==> config.mk <==
export PLATFORM = sky130hd
export DESIGN_NAME = line_sig_monitor
export DESIGN_NICKNAME = d
export VERILOG_FILES = /design/src/rtl/lsm_pkg.sv /design/src/rtl/run_counter.sv /design/src/rtl/density_window.sv /design/src/rtl/alarm_chan.sv /design/src/rtl/line_sig_monitor.sv
export SDC_FILE = /design/constraint.sdc
export NUM_CORES = 1
export LEC_CHECK = 0
export ABC_AREA = 0
export BUFFER_PORTS_ARGS = -buffer_cell sky130_fd_sc_hd__buf_2
export CORE_MARGIN = 2
export CORE_UTILIZATION = 60
export DETAILED_ROUTE_END_ITERATION = 7
export GPL_ROUTABILITY_DRIVEN = 0
export PLACE_DENSITY = 0.86
export SYNTH_ARGS = -nofsm -noshare
export SYNTH_HDL_FRONTEND = slang
export SYNTH_HIERARCHICAL = 1
export SYNTH_SLANG_ARGS = --single-unit
==> constraint.sdc <==
create_clock -name clk -period 5.42 [get_ports clk]
set_clock_uncertainty 0.2 [all_clocks]
set_input_delay 0.542 -clock clk [delete_from_list [all_inputs] [get_ports clk]]
set_output_delay 0.542 -clock clk [all_outputs]
set_load 0.005 [all_outputs]
==> src/rtl/lsm_pkg.sv <==
package lsm_pkg;
  localparam int LOS_ZERO_RUN   = 175;
  localparam int IDLE_TICKS     = 512;
  localparam int WIN_BITS       = 175;
  localparam int WIN_MIN_ONES   = 22;
  localparam int WIN_MAX_ZRUN   = 100;
endpackage

==> src/rtl/run_counter.sv <==
module run_counter #(
  parameter int LIMIT = 175
) (
  input  logic clk,
  input  logic rst,
  input  logic hold,
  input  logic restart,
  input  logic inc,
  output logic hit
);
  localparam int W = $clog2(LIMIT + 1);
  logic [W-1:0] cnt_q;

  assign hit = inc && !restart && !hold && (cnt_q == W'(LIMIT - 1));

  always_ff @(posedge clk) begin
    if (rst || hold || restart || hit)
      cnt_q <= '0;
    else if (inc && cnt_q != W'(LIMIT))
      cnt_q <= cnt_q + 1'b1;
  end

  AST_RUN_BOUND: assert property (@(posedge clk) disable iff (rst)
    cnt_q <= W'(LIMIT - 1));

  AST_RUN_RESTART: assert property (@(posedge clk) disable iff (rst)
    restart |=> cnt_q == '0);
endmodule

==> src/rtl/density_window.sv <==
module density_window #(
  parameter int WIN_BITS = 175,
  parameter int MIN_ONES = 22,
  parameter int MAX_ZRUN = 100
) (
  input  logic clk,
  input  logic rst,
  input  logic run,
  input  logic smp_en,
  input  logic smp_bit,
  output logic pass
);
  localparam int WW = $clog2(WIN_BITS + 1);
  localparam int OW = $clog2(MIN_ONES + 1);
  localparam int ZW = $clog2(MAX_ZRUN + 2);

  logic [WW-1:0] win_q;
  logic [OW-1:0] ones_q, ones_n;
  logic [ZW-1:0] zrun_q, zrun_n;
  logic          bad_q, bad_n, last;

  always_comb begin
    last   = (win_q == WW'(WIN_BITS - 1));
    ones_n = (smp_bit && ones_q != OW'(MIN_ONES)) ? ones_q + 1'b1 : ones_q;
    if (smp_bit)
      zrun_n = '0;
    else if (zrun_q == ZW'(MAX_ZRUN + 1))
      zrun_n = zrun_q;
    else
      zrun_n = zrun_q + 1'b1;
    bad_n  = bad_q || (zrun_n > ZW'(MAX_ZRUN));
    pass   = run && smp_en && last && (ones_n == OW'(MIN_ONES)) && !bad_n;
  end

  always_ff @(posedge clk) begin
    if (rst || !run || (smp_en && last)) begin
      win_q  <= '0;
      ones_q <= '0;
      zrun_q <= '0;
      bad_q  <= 1'b0;
    end else if (smp_en) begin
      win_q  <= win_q + 1'b1;
      ones_q <= ones_n;
      zrun_q <= zrun_n;
      bad_q  <= bad_n;
    end
  end

  AST_WIN_BOUND: assert property (@(posedge clk) disable iff (rst)
    win_q < WW'(WIN_BITS));

  AST_ONES_SAT: assert property (@(posedge clk) disable iff (rst)
    ones_q <= OW'(MIN_ONES));

  AST_ZRUN_SAT: assert property (@(posedge clk) disable iff (rst)
    zrun_q <= ZW'(MAX_ZRUN + 1));
endmodule

==> src/rtl/alarm_chan.sv <==
module alarm_chan #(
  parameter int SET_LIMIT = 175,
  parameter int WIN_BITS  = 175,
  parameter int MIN_ONES  = 22,
  parameter int MAX_ZRUN  = 100
) (
  input  logic clk,
  input  logic rst,
  input  logic set_inc,
  input  logic set_restart,
  input  logic smp_en,
  input  logic smp_bit,
  output logic alarm
);
  logic alarm_q, hit, pass;

  run_counter #(.LIMIT(SET_LIMIT)) u_run (
    .clk(clk), .rst(rst), .hold(alarm_q), .restart(set_restart),
    .inc(set_inc), .hit(hit)
  );

  density_window #(.WIN_BITS(WIN_BITS), .MIN_ONES(MIN_ONES), .MAX_ZRUN(MAX_ZRUN)) u_win (
    .clk(clk), .rst(rst), .run(alarm_q), .smp_en(smp_en),
    .smp_bit(smp_bit), .pass(pass)
  );

  always_ff @(posedge clk) begin
    if (rst)
      alarm_q <= 1'b0;
    else if (hit)
      alarm_q <= 1'b1;
    else if (pass)
      alarm_q <= 1'b0;
  end

  assign alarm = alarm_q;

  AST_SET_NEEDS_INC: assert property (@(posedge clk) disable iff (rst)
    $rose(alarm_q) |-> $past(set_inc) && !$past(set_restart));

  AST_CLEAR_ON_SAMPLE: assert property (@(posedge clk) disable iff (rst)
    $fell(alarm_q) |-> $past(smp_en));
endmodule

==> src/rtl/line_sig_monitor.sv <==
module line_sig_monitor
  import lsm_pkg::*;
#(
  parameter int LOS_RUN   = LOS_ZERO_RUN,
  parameter int IDLE_LIM  = IDLE_TICKS,
  parameter int WIN_LEN   = WIN_BITS,
  parameter int MIN_ONES  = WIN_MIN_ONES,
  parameter int MAX_ZRUN  = WIN_MAX_ZRUN
) (
  input  logic clk,
  input  logic rst,
  input  logic bit_en,
  input  logic ref_tick,
  input  logic rx_bit,
  input  logic mon_pos,
  input  logic mon_neg,
  output logic los_o,
  output logic drv_idle_o
);
  logic mon_act;
  assign mon_act = mon_pos | mon_neg;

  alarm_chan #(.SET_LIMIT(LOS_RUN), .WIN_BITS(WIN_LEN),
               .MIN_ONES(MIN_ONES), .MAX_ZRUN(MAX_ZRUN)) u_los (
    .clk(clk), .rst(rst),
    .set_inc(bit_en & ~rx_bit), .set_restart(bit_en & rx_bit),
    .smp_en(bit_en), .smp_bit(rx_bit), .alarm(los_o)
  );

  alarm_chan #(.SET_LIMIT(IDLE_LIM), .WIN_BITS(WIN_LEN),
               .MIN_ONES(MIN_ONES), .MAX_ZRUN(MAX_ZRUN)) u_drv (
    .clk(clk), .rst(rst),
    .set_inc(ref_tick & ~mon_act), .set_restart(mon_act),
    .smp_en(bit_en), .smp_bit(mon_act), .alarm(drv_idle_o)
  );

  AST_LOS_ON_ZERO: assert property (@(posedge clk) disable iff (rst)
    $rose(los_o) |-> $past(bit_en) && !$past(rx_bit));

  AST_DRV_ON_IDLE_TICK: assert property (@(posedge clk) disable iff (rst)
    $rose(drv_idle_o) |-> $past(ref_tick) && !$past(mon_pos) && !$past(mon_neg));

  AST_RESET_CLEARS: assert property (@(posedge clk)
    rst |=> !los_o && !drv_idle_o);
endmodule

=== Word-level counts from Yosys, hierarchy flattened ===
Cells that the tools add are included.

* Input port bits: 7
* Output and inout bits: 2
* Register bits: 62

* Reductions and logical operators: 40
* Eq/ne operators: 12
* Add/subtract/negate cells: 8
* Bitwise logic cells: 6
* Mux-type cells: 10
* $lt $le $gt $ge: 2

{| class="wikitable"
|+ Operators with widths
! operator !! count
|-
| 2-to-1 mux 7 bit || 4
|-
| adder 8 x 1 -> 8 bit, second input constant || 3
|-
| == test 8 bit, second input constant || 3
|-
| logical AND 1 bit || 20
|-
| adder 7 x 1 -> 7 bit, second input constant || 2
|-
| == test 7 bit, second input constant || 2
|-
| > comparator 7 bit, second input constant || 2
|-
| logical OR 1 bit || 12
|-
| adder 10 x 1 -> 10 bit, second input constant || 1
|-
| adder 5 x 1 -> 5 bit, second input constant || 2
|-
| == test 10 x 9 -> 1 bit, second input constant || 1
|-
| == test 5 bit, second input constant || 2
|-
| 2-to-1 mux 5 bit || 2
|-
| != test 10 bit, second input constant || 1
|-
| != test 5 bit, second input constant || 2
|-
| != test 8 bit, second input constant || 1
|-
| zero test 1 bit || 6
|-
| 2-to-1 mux 1 bit || 4
|-
| nonzero test 2 bit || 2
|-
| AND 1 bit || 3
|-
| inverter 1 bit || 2
|-
| bitwise OR 1 bit || 1
|}

=== Depth between registers and ports, before layout ===
* Depth after elaboration: 9
* Depth in mapped cells: 9
* Mapped depth without buffers: 9

=== Modules after synthesis ===
The synthesis kept the hierarchy.

{| class="wikitable"
|+ Modules (own cells, without submodules)
! module !! cells each !! area an instance (um^2) !! instances !! seq. area each (um^2)
|-
| density_window (u_drv.u_win) || 146 || 1222.4 || 1 || 420.4
|-
| density_window (u_los.u_win) || 148 || 1209.9 || 1 || 420.4
|-
| run_counter (u_drv.u_run) || 57 || 530.5 || 1 || 200.2
|-
| run_counter (u_los.u_run) || 49 || 440.4 || 1 || 160.2
|-
| alarm_chan || 4 || 38.8 || 2 || 20.0
|-
| line_sig_monitor || 4 || 26.3 || 1 || 0.0
|}

=== Worst setup path after synthesis ===
Ideal clock, no wire load.

* Path type: register to register
* Start: register u_los.u_win.zrun_q[1]
* End: register u_los.u_win.bad_q
* Cell stages (with the launch flop): 8
* Data arrival time: 1823 ps
* Path slack: 3326 ps
* Period minus slack after synthesis: 2094 ps
* Path buffers: 1
* Cells stage by stage: dfxtp_1 -> ha_1 -> and3_1 -> buf_4 -> a32o_1 -> a22oi_1 -> or4_1 -> a21oi_1

* Cells in the longest elaborated chain, start to end: 5
* Elaborated cells between the ends (all ways): 6

{| class="wikitable"
|+ RTL lines
! item !! line !! source
|-
| start, declared || density_window.sv:19 || <nowiki>logic [ZW-1:0] zrun_q, zrun_n;</nowiki>
|-
| start signal, assigned || density_window.sv:44 || <nowiki>zrun_q <= zrun_n;</nowiki>
|-
| adder 7 x 1 -> 7 bit or == test 7 bit (tied branches) || density_window.sv:30, density_window.sv:27 ||
|-
| 2-to-1 mux 7 bit * || density_window.sv:27 || <nowiki>else if (zrun_q == ZW'(MAX_ZRUN + 1))</nowiki>
|-
| 2-to-1 mux 7 bit * || density_window.sv:25 || <nowiki>if (smp_bit)</nowiki>
|-
| > comparator 7 bit * || density_window.sv:31 || <nowiki>bad_n = bad_q || (zrun_n > ZW'(MAX_ZRUN));</nowiki>
|-
| logical OR 1 bit * || density_window.sv:31 ||
|-
| end signal, assigned || density_window.sv:45 || <nowiki>bad_q <= bad_n;</nowiki>
|-
| end, declared || density_window.sv:20 || <nowiki>logic bad_q, bad_n, last;</nowiki>
|}

Mark *: on every way between the ends. The rest lies on a longest branch, timed or not.
A chain may end at the register's enable or synchronous reset.

=== Final worst setup path ===
* Start: register u_los.u_win.zrun_q[0]
* End: register u_los.u_win.bad_q

Same word-level chain as after synthesis.

==> flow_summary.json <==
{
  "period_share": 0.439,
  "place_hpwl_mm": 4.60,
  "grt_pass1_vias": 2766,
  "clk_pin_slew_ps": 70,
  "final_antenna_net_count": 0,
  "syn_nets": 435,
  "cts_root_buf": "clkbuf_8",
  "worstSetupPathType": "flip-flop to flip-flop",
  "drtIter0Drc": 154,
  "tightest_slew_ps": 885,
  "yosys.area.top_type": "dfxtp_1",
  "pwr-share-clk": 0.458,
  "grt_usage": 0.232,
  "worstHoldStart": "u_los/u_win/bad_q",
  "dr_total_vias": 3028,
  "rsz0062_at_grt": "no",
  "via_per_inst": 6.17,
  "synth_area_um2": 3510,
  "cts_tree": "yes",
  "leakagePower_nw": 1.25,
  "fmax_ghz": 0.420,
  "power.density_nw_per_um2": 241,
  "ios": 9,
  "p_sw_mw": 0.199,
  "cp-end-kind": "flip-flop",
  "avgRoutedWirePerCell_um": 13.9,
  "timing.rr.end": "u_los/u_win/bad_q",
  "mostFrequentLayoutCell": "dfxtp_1",
  "yosys.area.top_type_share": 0.354,
  "synthDistinctLibCells": 67,
  "numCtsBuffers": 9,
  "slew_viol_final": 0,
  "critPathMaxFanout": 10,
  "required_ps": 5490,
  "timing.rr.start": "u_los/u_win/zrun_q[0]",
  "cts_sinks": 62,
  "wirelength_mm": 6.85,
  "hp-class": "flip-flop to flip-flop",
  "remaining_drc_errors": 0,
  "r2r_cells": 6,
  "synth_area_leaders": "dfxtp_1 35%, ha_1 5.7%, nor2_1 5.5%, xor2_1 5.2%, a21oi_1 3.4%",
  "row_count": 27,
  "core_um2": 5570,
  "synth_ff_type": "dfxtp_1",
  "ctsResizeCount": 0,
  "syn_avg_cell_area_um2": 8.51,
  "min_to": "u_los/u_win/bad_q",
  "pwr-share-comb": 0.036,
  "floorplan.initialDensity": 0.629,
  "final_cell_count_no_fill": 491,
  "io_buffers": 8,
  "dieArea_um2": 6470,
  "seq_area_frac_synth": 0.354,
  "antenna_found_initial": 0,
  "die_h_um": 80.5,
  "min_path_cells": 2,
  "p_seq_frac": 0.506,
  "cap_violations": 0,
  "grt_start_max_net_pins": 33,
  "synth_edf_count": 0,
  "cp_slowest_cell": "or4_1",
  "cp-start-kind": "flip-flop",
  "r2r_slack_ps": 3040,
  "grt_overflow": 0,
  "cp_cell_sequence": "ha_1 -> and3_1 -> a32o_1 -> a22oi_1 -> or4_1 -> a21oi_1",
  "cp_data_arrival_time_ps": 2450,
  "ys_async_sr_fraction": 0,
  "post_cts_buffers": 0,
  "slew_headroom": 0.409,
  "clock_path_buffers": 2,
  "synth-seq-cells": 62,
  "p_int_mw": 0.705,
  "fillers": 443,
  "final_nets": 437,
  "switching_share": 0.220,
  "status": "complete, no violations",
  "yosysWarnings": 6,
  "die_w_um": 80.5,
  "first_pass_iters": 7,
  "slowest_delay_ps": 540,
  "syn_inst": 412,
  "layout_min_cycle_time_ps": 2380,
  "clock_latency_ps": 330,
  "postCtsHoldBufs": 0,
  "drive_above_1_share": 0.100,
  "grt_first_pass_wirelength_mm": 12.0,
  "antenna_cells": 0,
  "htreeDepth": 3,
  "final.setup.tns_ps": 0,
  "finalSetupViolCount": 0,
  "layout_common_cells": "62 x dfxtp_1, 51 x nor2_1, 24 x a21oi_1",
  "hold_viol": 0,
  "place_inst": 475,
  "area_delta_synth_final_pct": 6.85,
  "peakVddDrop_uv": 190
}
## worst max path at each step
| stage | from | endpoint | slack, ps | cells past startpoint |
|---|---|---|---|---|
| 4_1_cts | u_los/u_win/zrun_q[0] | u_los/u_win/bad_q | 3050 | 6 |
| 2_1_floorplan | u_los/u_win/zrun_q[1] | u_los/u_win/bad_q | 3330 | 7 |
| 6_report | u_los/u_win/zrun_q[0] | u_los/u_win/bad_q | 3040 | 6 |
| 3_5_place_dp | mon_neg | u_drv/alarm | 2830 | 8 |
| 5_1_grt | u_los/u_win/zrun_q[0] | u_los/alarm | 2820 | 8 |
| 3_3_place_gp | mon_neg | u_drv/alarm | 2890 | 8 |
## kinds of logic (layout without fill, tap and decap cells)
group / after synthesis / count (layout) / synth area share
AOI/OAI and AO/OA: 87 / 87 / 0.168
muxes: 3 / 3 / 0.00856
buffers and inverters: 35 / 42 / 0.0453
and+or+nand+nor: 177 / 177 / 0.287
DFF: 62 / 62 / 0.354
adders and majority gates: 16 / 16 / 0.0571
xor gates and xnor gates: 32 / 32 / 0.0799
## flip-flops by register name (all words and copies together) (netlist names), 5 cells and up
signal,count
u_drv/u_win/ones_q,5
u_drv/u_win/win_q,8
u_los/u_win/ones_q,5
u_drv/u_run/cnt_q,10
u_los/u_run/cnt_q,8
u_drv/u_win/zrun_q,7
u_los/u_win/win_q,8
u_los/u_win/zrun_q,7
## metrics by stage
| step | hold WS (ps) | power [mW] | instance area [um^2] | utilization | setup slack, ps |
|---|---|---|---|---|---|
| 2_1_floorplan | 224 | 0.491 | 3510 | - | 3330 |
| 3_3_place_gp | 233 | 0.499 | 3550 | 0.636 | 2890 |
| 3_5_place_dp | 241 | 0.500 | 3550 | 0.636 | 2830 |
| 4_1_cts | 245 | 0.917 | 3750 | 0.672 | 3050 |
| 5_1_grt | 255 | 0.937 | 3750 | 0.672 | 2820 |
| 6_report | 250 | 0.904 | 3750 | 0.672 | 3040 |
## worst max-delay path: cells and delay by family, from the launching register on
kind                       cells  cell delay, ps
and+or+nand+nor                2             830
DFF                            1             520
AOI/OAI and AO/OA              3             430
adders and majority gates      1             340
## cell type report
class | instances | area, um^2 | share of cell area
clock inverters | 3 | 42.5 | 0.0114
repair buffers | 8 | 40.0 | 0.0107
clock buffers | 13 | 159 | 0.0424
well taps | 72 | 90.1 | 0.0240
flip-flops and latches | 62 | 1240 | 0.331
multi-input cells | 315 | 2110 | 0.562
inverters | 18 | 67.6 | 0.0180
## power by group through the flow
stage	Sequential (mW)	Clock, mW	Combinational, mW
floorplan	0.468	0	0.0238
finish	0.458	0.414	0.0327
global placement	0.468	0	0.0313
detailed placement	0.468	0	0.0323
global route	0.457	0.443	0.0367
CTS	0.457	0.427	0.0326
## cells in the mapped netlist (all sizes together) (3+ instances only)
cell type,number
a211oi,10
a21oi,26
a31o,3
a31oi,4
and2,8
and3,12
and4,4
buf,10
clkbuf,7
dfxtp,62
ha,16
inv,18
mux2i,3
nand2,18
nand2b,5
nand3,14
nand3b,3
nand4,17
nand4b,5
nor2,51
nor2b,3
nor3,7
nor3b,4
nor4,3
o211ai,3
o21ai,25
or3,9
xnor2,11
xor2,21
## per-layer routing
layer  vias to the layer above  global-route usage  routed length (um)
met2                        88               0.403                3300
met3                         8              0.0685                 329
met5                         -                   0                   0
met4                         0              0.0593                  55
li1                       1504                   -                   -
met1                      1428               0.279                3160
No activity file was read; power rests on OpenSTA's default activity.
